File: config.mk
export PLATFORM = sky130hd
export DESIGN_NAME = flash_cmd_decoder
export DESIGN_NICKNAME = d
export VERILOG_FILES = /design/src/rtl/flash_cmd_pkg.sv /design/src/rtl/flash_cyc_match.sv /design/src/rtl/flash_cmd_fsm.sv /design/src/rtl/flash_cmd_decoder.sv
export SDC_FILE = /design/constraint.sdc
export NUM_CORES = 1
export LEC_CHECK = 0
export CORE_MARGIN = 2
export CORE_UTILIZATION = 55
export CTS_CLUSTER_SIZE = 8
export DETAILED_ROUTE_END_ITERATION = 8
export DONT_BUFFER_PORTS = 1
export PLACE_DENSITY_LB_ADDON = 0.2
export SYNTH_ARGS = -nofsm -noshare
export SYNTH_HDL_FRONTEND = slang
export SYNTH_SLANG_ARGS = --single-unit
File: constraint.sdc
create_clock -name clk -period 3.75 [get_ports clk]
set_clock_uncertainty 0.05 [all_clocks]
set_input_delay 0 -clock clk [delete_from_list [all_inputs] [get_ports clk]]
set_output_delay 0 -clock clk [all_outputs]
set_load 0.02 [all_outputs]
File: src/rtl/flash_cmd_pkg.sv
package flash_cmd_pkg;

  localparam logic [2:0] CMD_PROG       = 3'd0;
  localparam logic [2:0] CMD_CHIP_ERASE = 3'd1;
  localparam logic [2:0] CMD_SECT_ERASE = 3'd2;
  localparam logic [2:0] CMD_AS_ENTER   = 3'd3;
  localparam logic [2:0] CMD_AS_EXIT    = 3'd4;
  localparam logic [2:0] CMD_BYP_ENTER  = 3'd5;
  localparam logic [2:0] CMD_BYP_PROG   = 3'd6;
  localparam logic [2:0] CMD_BYP_RESET  = 3'd7;

  localparam logic [1:0] MODE_ARRAY   = 2'd0;
  localparam logic [1:0] MODE_AUTOSEL = 2'd1;
  localparam logic [1:0] MODE_BYPASS  = 2'd2;

  typedef enum logic [3:0] {
    ST_IDLE, ST_U1, ST_U2, ST_PG,
    ST_E1, ST_E2, ST_E3,
    ST_AS, ST_AS_X,
    ST_BP, ST_BP_PG, ST_BP_X
  } seq_st_e;

  typedef struct packed {
    logic at_555;
    logic at_2aa;
    logic d_aa;
    logic d_55;
    logic d_a0;
    logic d_80;
    logic d_90;
    logic d_20;
    logic d_10;
    logic d_30;
    logic d_00;
    logic d_f0;
  } cyc_hit_t;

endpackage

File: src/rtl/flash_cyc_match.sv
module flash_cyc_match
  import flash_cmd_pkg::*;
#(
  parameter int CMP_W  = 12,
  parameter int DATA_W = 16
) (
  input  logic [CMP_W-1:0]  addr_lo,
  input  logic [DATA_W-1:0] data,
  output cyc_hit_t          hit
);
  localparam logic [CMP_W-1:0] ADR_A = CMP_W'(12'h555);
  localparam logic [CMP_W-1:0] ADR_B = CMP_W'(12'h2AA);
  localparam int NCODE = 10;
  localparam logic [7:0] CODES [NCODE] = '{8'hAA, 8'h55, 8'hA0, 8'h80, 8'h90,
                                            8'h20, 8'h10, 8'h30, 8'h00, 8'hF0};

  logic [7:0]       code_byte;
  logic [NCODE-1:0] dhit;

  assign code_byte = data[7:0];

  for (genvar i = 0; i < NCODE; i++) begin : g_code
    assign dhit[i] = (code_byte == CODES[i]);
  end

  always_comb begin
    hit.at_555 = (addr_lo == ADR_A);
    hit.at_2aa = (addr_lo == ADR_B);
    hit.d_aa   = dhit[0];
    hit.d_55   = dhit[1];
    hit.d_a0   = dhit[2];
    hit.d_80   = dhit[3];
    hit.d_90   = dhit[4];
    hit.d_20   = dhit[5];
    hit.d_10   = dhit[6];
    hit.d_30   = dhit[7];
    hit.d_00   = dhit[8];
    hit.d_f0   = dhit[9];
  end
endmodule

File: src/rtl/flash_cmd_fsm.sv
module flash_cmd_fsm
  import flash_cmd_pkg::*;
(
  input  logic       clk,
  input  logic       rst_n,
  input  logic       cyc_valid,
  input  cyc_hit_t   hit,
  output logic       take,
  output logic       use_prev_bank,
  output logic       fire,
  output logic [2:0] fire_code,
  output logic [1:0] mode
);
  seq_st_e    st, st_n;
  logic [2:0] code_n;

  always_comb begin
    st_n          = st;
    take          = 1'b0;
    use_prev_bank = 1'b0;
    code_n        = CMD_PROG;
    if (cyc_valid) begin
      unique case (st)
        ST_IDLE: if (hit.at_555 && hit.d_aa) st_n = ST_U1;
        ST_U1:   st_n = (hit.at_2aa && hit.d_55) ? ST_U2 : ST_IDLE;
        ST_U2: begin
          st_n = ST_IDLE;
          if (hit.at_555) begin
            if (hit.d_a0)      st_n = ST_PG;
            else if (hit.d_80) st_n = ST_E1;
            else if (hit.d_90) begin
              st_n = ST_AS; take = 1'b1; code_n = CMD_AS_ENTER;
            end else if (hit.d_20) begin
              st_n = ST_BP; take = 1'b1; code_n = CMD_BYP_ENTER;
            end
          end
        end
        ST_PG: begin
          st_n = ST_IDLE; take = 1'b1; code_n = CMD_PROG;
        end
        ST_E1: st_n = (hit.at_555 && hit.d_aa) ? ST_E2 : ST_IDLE;
        ST_E2: st_n = (hit.at_2aa && hit.d_55) ? ST_E3 : ST_IDLE;
        ST_E3: begin
          st_n = ST_IDLE;
          if (hit.at_555 && hit.d_10) begin
            take = 1'b1; code_n = CMD_CHIP_ERASE;
          end else if (hit.d_30) begin
            take = 1'b1; code_n = CMD_SECT_ERASE;
          end
        end
        ST_AS: begin
          if (hit.d_90)      st_n = ST_AS_X;
          else if (hit.d_f0) st_n = ST_IDLE;
        end
        ST_AS_X: begin
          if (hit.d_00) begin
            st_n = ST_IDLE; take = 1'b1; use_prev_bank = 1'b1; code_n = CMD_AS_EXIT;
          end else if (hit.d_f0) st_n = ST_IDLE;
          else                   st_n = ST_AS;
        end
        ST_BP: begin
          if (hit.d_a0)      st_n = ST_BP_PG;
          else if (hit.d_90) st_n = ST_BP_X;
        end
        ST_BP_PG: begin
          st_n = ST_BP; take = 1'b1; code_n = CMD_BYP_PROG;
        end
        ST_BP_X: begin
          if (hit.d_00) begin
            st_n = ST_IDLE; take = 1'b1; use_prev_bank = 1'b1; code_n = CMD_BYP_RESET;
          end else st_n = ST_BP;
        end
        default: st_n = ST_IDLE;
      endcase
    end
  end

  always_ff @(posedge clk) begin
    if (!rst_n) begin
      st        <= ST_IDLE;
      fire      <= 1'b0;
      fire_code <= CMD_PROG;
    end else begin
      st   <= st_n;
      fire <= take;
      if (take) fire_code <= code_n;
    end
  end

  always_comb begin
    unique case (st)
      ST_AS, ST_AS_X:            mode = MODE_AUTOSEL;
      ST_BP, ST_BP_PG, ST_BP_X:  mode = MODE_BYPASS;
      default:                   mode = MODE_ARRAY;
    endcase
  end
endmodule

File: src/rtl/flash_cmd_decoder.sv
module flash_cmd_decoder
  import flash_cmd_pkg::*;
#(
  parameter int ADDR_W = 22,
  parameter int DATA_W = 16,
  parameter int CMP_W  = 12,
  parameter int BANK_W = 2
) (
  input  logic              clk,
  input  logic              rst_n,
  input  logic              wr_valid,
  output logic              wr_ready,
  input  logic [ADDR_W-1:0] wr_addr,
  input  logic [DATA_W-1:0] wr_data,
  output logic              cmd_valid,
  output logic [2:0]        cmd_code,
  output logic [ADDR_W-1:0] cmd_addr,
  output logic [DATA_W-1:0] cmd_data,
  output logic [BANK_W-1:0] cmd_bank,
  output logic [1:0]        mode
);
  localparam int BANK_LSB = ADDR_W - BANK_W;

  cyc_hit_t          hit;
  logic              take, use_prev_bank;
  logic [BANK_W-1:0] cur_bank, prev_bank;

  assign wr_ready = 1'b1;
  assign cur_bank = wr_addr[ADDR_W-1:BANK_LSB];

  flash_cyc_match #(.CMP_W(CMP_W), .DATA_W(DATA_W)) u_match (
    .addr_lo (wr_addr[CMP_W-1:0]),
    .data    (wr_data),
    .hit     (hit)
  );

  flash_cmd_fsm u_fsm (
    .clk           (clk),
    .rst_n         (rst_n),
    .cyc_valid     (wr_valid),
    .hit           (hit),
    .take          (take),
    .use_prev_bank (use_prev_bank),
    .fire          (cmd_valid),
    .fire_code     (cmd_code),
    .mode          (mode)
  );

  always_ff @(posedge clk) begin
    if (!rst_n) begin
      cmd_addr  <= '0;
      cmd_data  <= '0;
      cmd_bank  <= '0;
      prev_bank <= '0;
    end else begin
      if (wr_valid) prev_bank <= cur_bank;
      if (take) begin
        cmd_addr <= wr_addr;
        cmd_data <= wr_data;
        cmd_bank <= use_prev_bank ? prev_bank : cur_bank;
      end
    end
  end
endmodule

== Word-level counts from Yosys, hierarchy flattened ==
Index checks and enable logic that the tools add are counted.

* Logic and storage cells: 84
* Output and inout bits: 47
* Bits in registers: 50
* Bits of input ports: 41

* Mux-type cells: 42
* Equal/unequal tests: 25
* Reductions and logical operators: 10

{| class="wikitable"
|+ Operators by type and width
! operator !! number
|-
| 4-bit 2-to-1 mux || 12
|-
| 8-bit == test, second input constant || 5
|-
| 4-bit case mux with 10 select lines || 1
|-
| 3-bit 2-to-1 mux || 12
|-
| 4-bit by 3-bit == test with 1-bit output, second input constant || 4
|-
| 4-bit == test, second input constant || 4
|-
| 8-bit by 6-bit == test with 1-bit output, second input constant || 2
|-
| 3-bit case mux with 5 select lines || 1
|-
| 12-bit by 10-bit == test with 1-bit output, second input constant || 1
|-
| 12-bit by 11-bit == test with 1-bit output, second input constant || 1
|-
| 1-bit 2-to-1 mux || 11
|-
| 4-bit by 2-bit == test with 1-bit output, second input constant || 2
|-
| 8-bit by 5-bit == test with 1-bit output, second input constant || 1
|-
| 8-bit by 7-bit == test with 1-bit output, second input constant || 1
|-
| 8-bit logical NOT || 1
|-
| 2-bit 2-to-1 mux || 3
|-
| 3-bit inequality test, second input constant || 2
|-
| 2-bit OR reduction || 3
|-
| 4-bit by 1-bit == test with 1-bit output, second input constant || 1
|-
| 4-bit logical NOT || 1
|-
| 1-bit case mux with 4 select lines || 1
|-
| 2-bit case mux with 2 select lines || 1
|-
| 4-bit AND reduction || 1
|-
| 1-bit logical AND || 3
|-
| 2 further kinds || 2
|}

== Logic depth before layout (Yosys ltp) ==
* Word-level depth: 8
* Depth in mapped cells: 9
* Mapped depth without buffers: 6

== Hierarchy ==
Synthesis repeated with hierarchy kept, for this count alone.

* Cell total of the unflattened synthesis: 262
* Area, all modules: 2642.5 um2

{| class="wikitable"
|+ By module, submodules not included
! module !! area each (um2) !! instances !! cells each !! sequential area each (um2)
|-
| flash_cmd_decoder || 1626.6 || 1 || 139 || 840.8
|-
| flash_cmd_fsm || 769.5 || 1 || 94 || 160.2
|-
| flash_cyc_match || 246.5 || 1 || 29 || 0.0
|}

== Worst setup path after synthesis ==
No wires, ideal clock.

* Path type: register -> register
* From: register u_fsm.st[3]
* To: register cmd_addr[17]
* Path buffers: 3
* Data required time: 3.631 ns
* Arrival time: 1.944 ns
* Slack: 1.687 ns
* Clock period less this slack: 2.063 ns
* Cell stages (with the launch flop): 10
* Library setup time: 0.069 ns
* Cell sequence: dfxtp_1 buf_2 nor4b_1 nand4_1 o32a_1 o211ai_2 buf_6 buf_6 nand3_1 o21ai_1

* Word-level cells in the longest chain between the ends: 4
* Elaborated cells between the ends (all ways): 10
* Classes of those cells: 6 x eq/ne; 2 x mux; 2 x reduce/logical

{| class="wikitable"
|+ RTL lines
! element !! RTL line !! text
|-
| start, declared || flash_cmd_fsm.sv:14 || <nowiki>seq_st_e st, st_n;</nowiki>
|-
| start signal, assigned || flash_cmd_fsm.sv:84 || <nowiki>st <= st_n;</nowiki>
|-
| 4-bit == test / 4-bit by 2-bit == test with 1-bit output (equally long branches) || flash_cmd_fsm.sv:23 || <nowiki>unique case (st)</nowiki>
|-
| 2-bit OR reduction (no source line) || - ||
|-
| 1-bit case mux with 4 select lines * || flash_cmd_fsm.sv:23 ||
|-
| 1-bit 2-to-1 mux * || flash_cmd_fsm.sv:22 || <nowiki>if (cyc_valid) begin</nowiki>
|-
| end signal, assigned || flash_cmd_decoder.sv:58 || <nowiki>cmd_addr <= wr_addr;</nowiki>
|-
| end, declared || flash_cmd_decoder.sv:17 || <nowiki>output logic [ADDR_W-1:0] cmd_addr,</nowiki>
|}

Mark *: on every way between the ends. The rest lies on a longest branch, timed or not.
A chain may end at the register's enable or synchronous reset.

== Worst setup path after layout ==
* From: register u_fsm.st[1]
* To: register cmd_addr[18]

Same word-level chain as after synthesis.

==> results.tsv <==
metric	value	unit
status	finished clean	
max-cap-violations	0	
start_kind	flop	
grt_pass1_wl	10600	um
htree_levels	2	
grt_pass1_vias	2135	
leakage	0.00101	uW
nNetsFinal	376	
clockBufferDepth	2	
worstSetupEndpointType	flop	
slew_headroom	0.494	
ant_nets	0	
drt-total-wl	6690	um
synthXorXnorAreaFrac	0	
vias	2392	
drc	0	
setup_viol	0	
synth_top_family_by_area	simple AND/OR/NAND/NOR gates	
arrival	2910	ps
ir_drop	230	uV
clkTransAtPathRegs	90	ps
die_w	71.3	um
postCtsSetupBuffers	0	
synth_flop_cell	dfxtp_1	
antennaDiodeCount	0	
powerDensity	318	nW/um^2
placement.io_buffers	0	
drt_iter0_markers	338	
dp_hpwl	4130	um
synth_cell_types	49	
grt_max_degree	88	
hp-class	primary input to flop	
fin_crit_sh	0.726	
row_count	24	
hold_viol_final	0	
worstMarginPinSlew	759	ps
synthesis.area	2490	um^2
cts_sinks	50	
drv_slew	0	
antenna_found_initial	0	
yosys_warnings	0	
root_buffer	clkbuf_8	
track_usage	0.262	
critical_path_peak_fanout	87	
whs	30.3	ps
insertion_delay	300	ps
pin_count	88	
drive_above_1_share	0.0446	
globalRouteOverflowTotal	0	
synth-compound-area-share	0.200	
syn_to_final_growth	18.2	%
synth_mux_area_frac	0.0246	
coreArea	4350	um^2
synth_edf_count	0	
dr.pass1.iters	6	
finalPower	937	uW
seq_area_frac_synth	0.402	
post-route-min-period	2720	ps
yosys_register_bits	50	
cts-buffers-inserted	5	
avgSynthCellArea	7.96	um^2
path_class	flop to flop	
finalSetupTns	0	ps
cts_tree	built	
cts_resized	0	
vias_per_cell	6.16	
syn_nets	354	
place.gp.congestion	0.909	
cp.required	3940	ps
wl_per_cell	17.2	um
start_util	0.572	
die_area	5080	um^2
rsz0062_at_grt	false	
netlist_instances	313	
synth-simple-area-share	0.308	
synth_adder_area_share	0	
async_flop_share	0	
die_h	71.3	um
max_freq	0.367	GHz
cts_hold_buf	40	
utilization	0.676	
## synth_stat cells (all sizes together) (2+ instances only)
master   n  area [um^2]
o22ai    6         37.5
nand3   42          210
o211a    4         40.0
o31ai    3         22.5
mux2i    5         50.1
nand3b   2         15.0
a21oi    5         25.0
o21ai   44          220
inv      5         18.8
and4b    2         20.0
nand4    5         31.3
a21boi   2         15.0
dfxtp   50         1000
nor4bb   7         70.1
nor4     5         46.3
nor2b    5         31.3
a211oi   3         22.5
a2111o   2         22.5
nand2   51          191
clkbuf  15         60.1
nor3     2         10.0
nor2    12         45.0
nand2b   5         31.3
and2     2         12.5
buf     11         80.1
## where the power goes
group | internal [uW] | leakage [uW] | switching, uW
registers | 532 | 0.000403 | 0.547
clock network | 153 | 0.0000489 | 181
logic | 41.1 | 0.000563 | 30.8
total | 725 | 0.00101 | 212
## logic make-up after synthesis
kind of cell | count (synthesis)
other cells | 1
mux | 6
buf+inv | 31
compound gates | 79
flops | 50
simple gates | 146
## state kept, by name (all words and copies together), names as in the netlist
| signal | count |
|---|---|
| u_fsm.st | 4 |
| prev_bank | 2 |
| u_fsm.fire | 1 |
| cmd_data | 16 |
| cmd_addr | 22 |
| cmd_bank | 2 |
| u_fsm.fire_code | 3 |
## layout by cell type (no fill, tap or decap), drive strengths merged, types with 2 or more instances in the layout
| master | n |
|---|---|
| a21oi | 5 |
| o21ai | 44 |
| nand2 | 51 |
| nand4 | 5 |
| buf | 2 |
| nand3 | 42 |
| nor2b | 5 |
| dlygate4sd3 | 39 |
| nor3 | 2 |
| nand2b | 5 |
| nor2 | 12 |
| a211oi | 3 |
| dfxtp | 50 |
| o22ai | 6 |
| clkbuf | 7 |
| nand3b | 2 |
| mux2i | 5 |
| o211a | 4 |
| a21boi | 2 |
| and2 | 2 |
| inv | 6 |
| nor4 | 5 |
| nor4bb | 7 |
| o31ai | 3 |
| a2111o | 2 |
| and4b | 2 |
## final cells by class
class	count	area, um^2
clock buffer	7	86.3
inverter	5	18.8
multi-input combinational	232	1340
sequential	50	1000
timing repair buffer	41	425
tap	52	65.1
clock inverter	1	8.76
fill	353	1410
## per-layer routing
layer,global-route usage,part of all wire
met1,0.349,0.42
met3,0.0717,0.093
met2,0.407,0.47
met4,0.0964,0.017
met5,0,0
## final timing paths
path           startpoint                  to  slack (ps)  cells past startpoint
max           u_fsm.st[1]        cmd_addr[18]        1030                      7
min                 rst_n  u_fsm.fire_code[1]          30                      2
max reg2reg   u_fsm.st[1]        cmd_addr[18]        1030                      7
min reg2reg  prev_bank[1]        prev_bank[1]         480                      2
## critical path: stages (launching register included)
cell and delay (ps):
dfxtp_1 520, nor4b_1 380, nand4_1 210, o32a_1 370, o211ai_4 160, buf_4 620, nand3_1 200, o21ai_1 130
## through the flow
step	cell area [um^2]	std cells	worst slack [ps]
2_1_floorplan	2490	313	1690
3_3_place_gp	2430	340	1140
3_5_place_dp	2430	340	1060
4_1_cts	2950	388	1050
5_1_grt	2950	388	737
6_report	2950	388	1030
No activity file was read; power rests on OpenSTA's default activity.
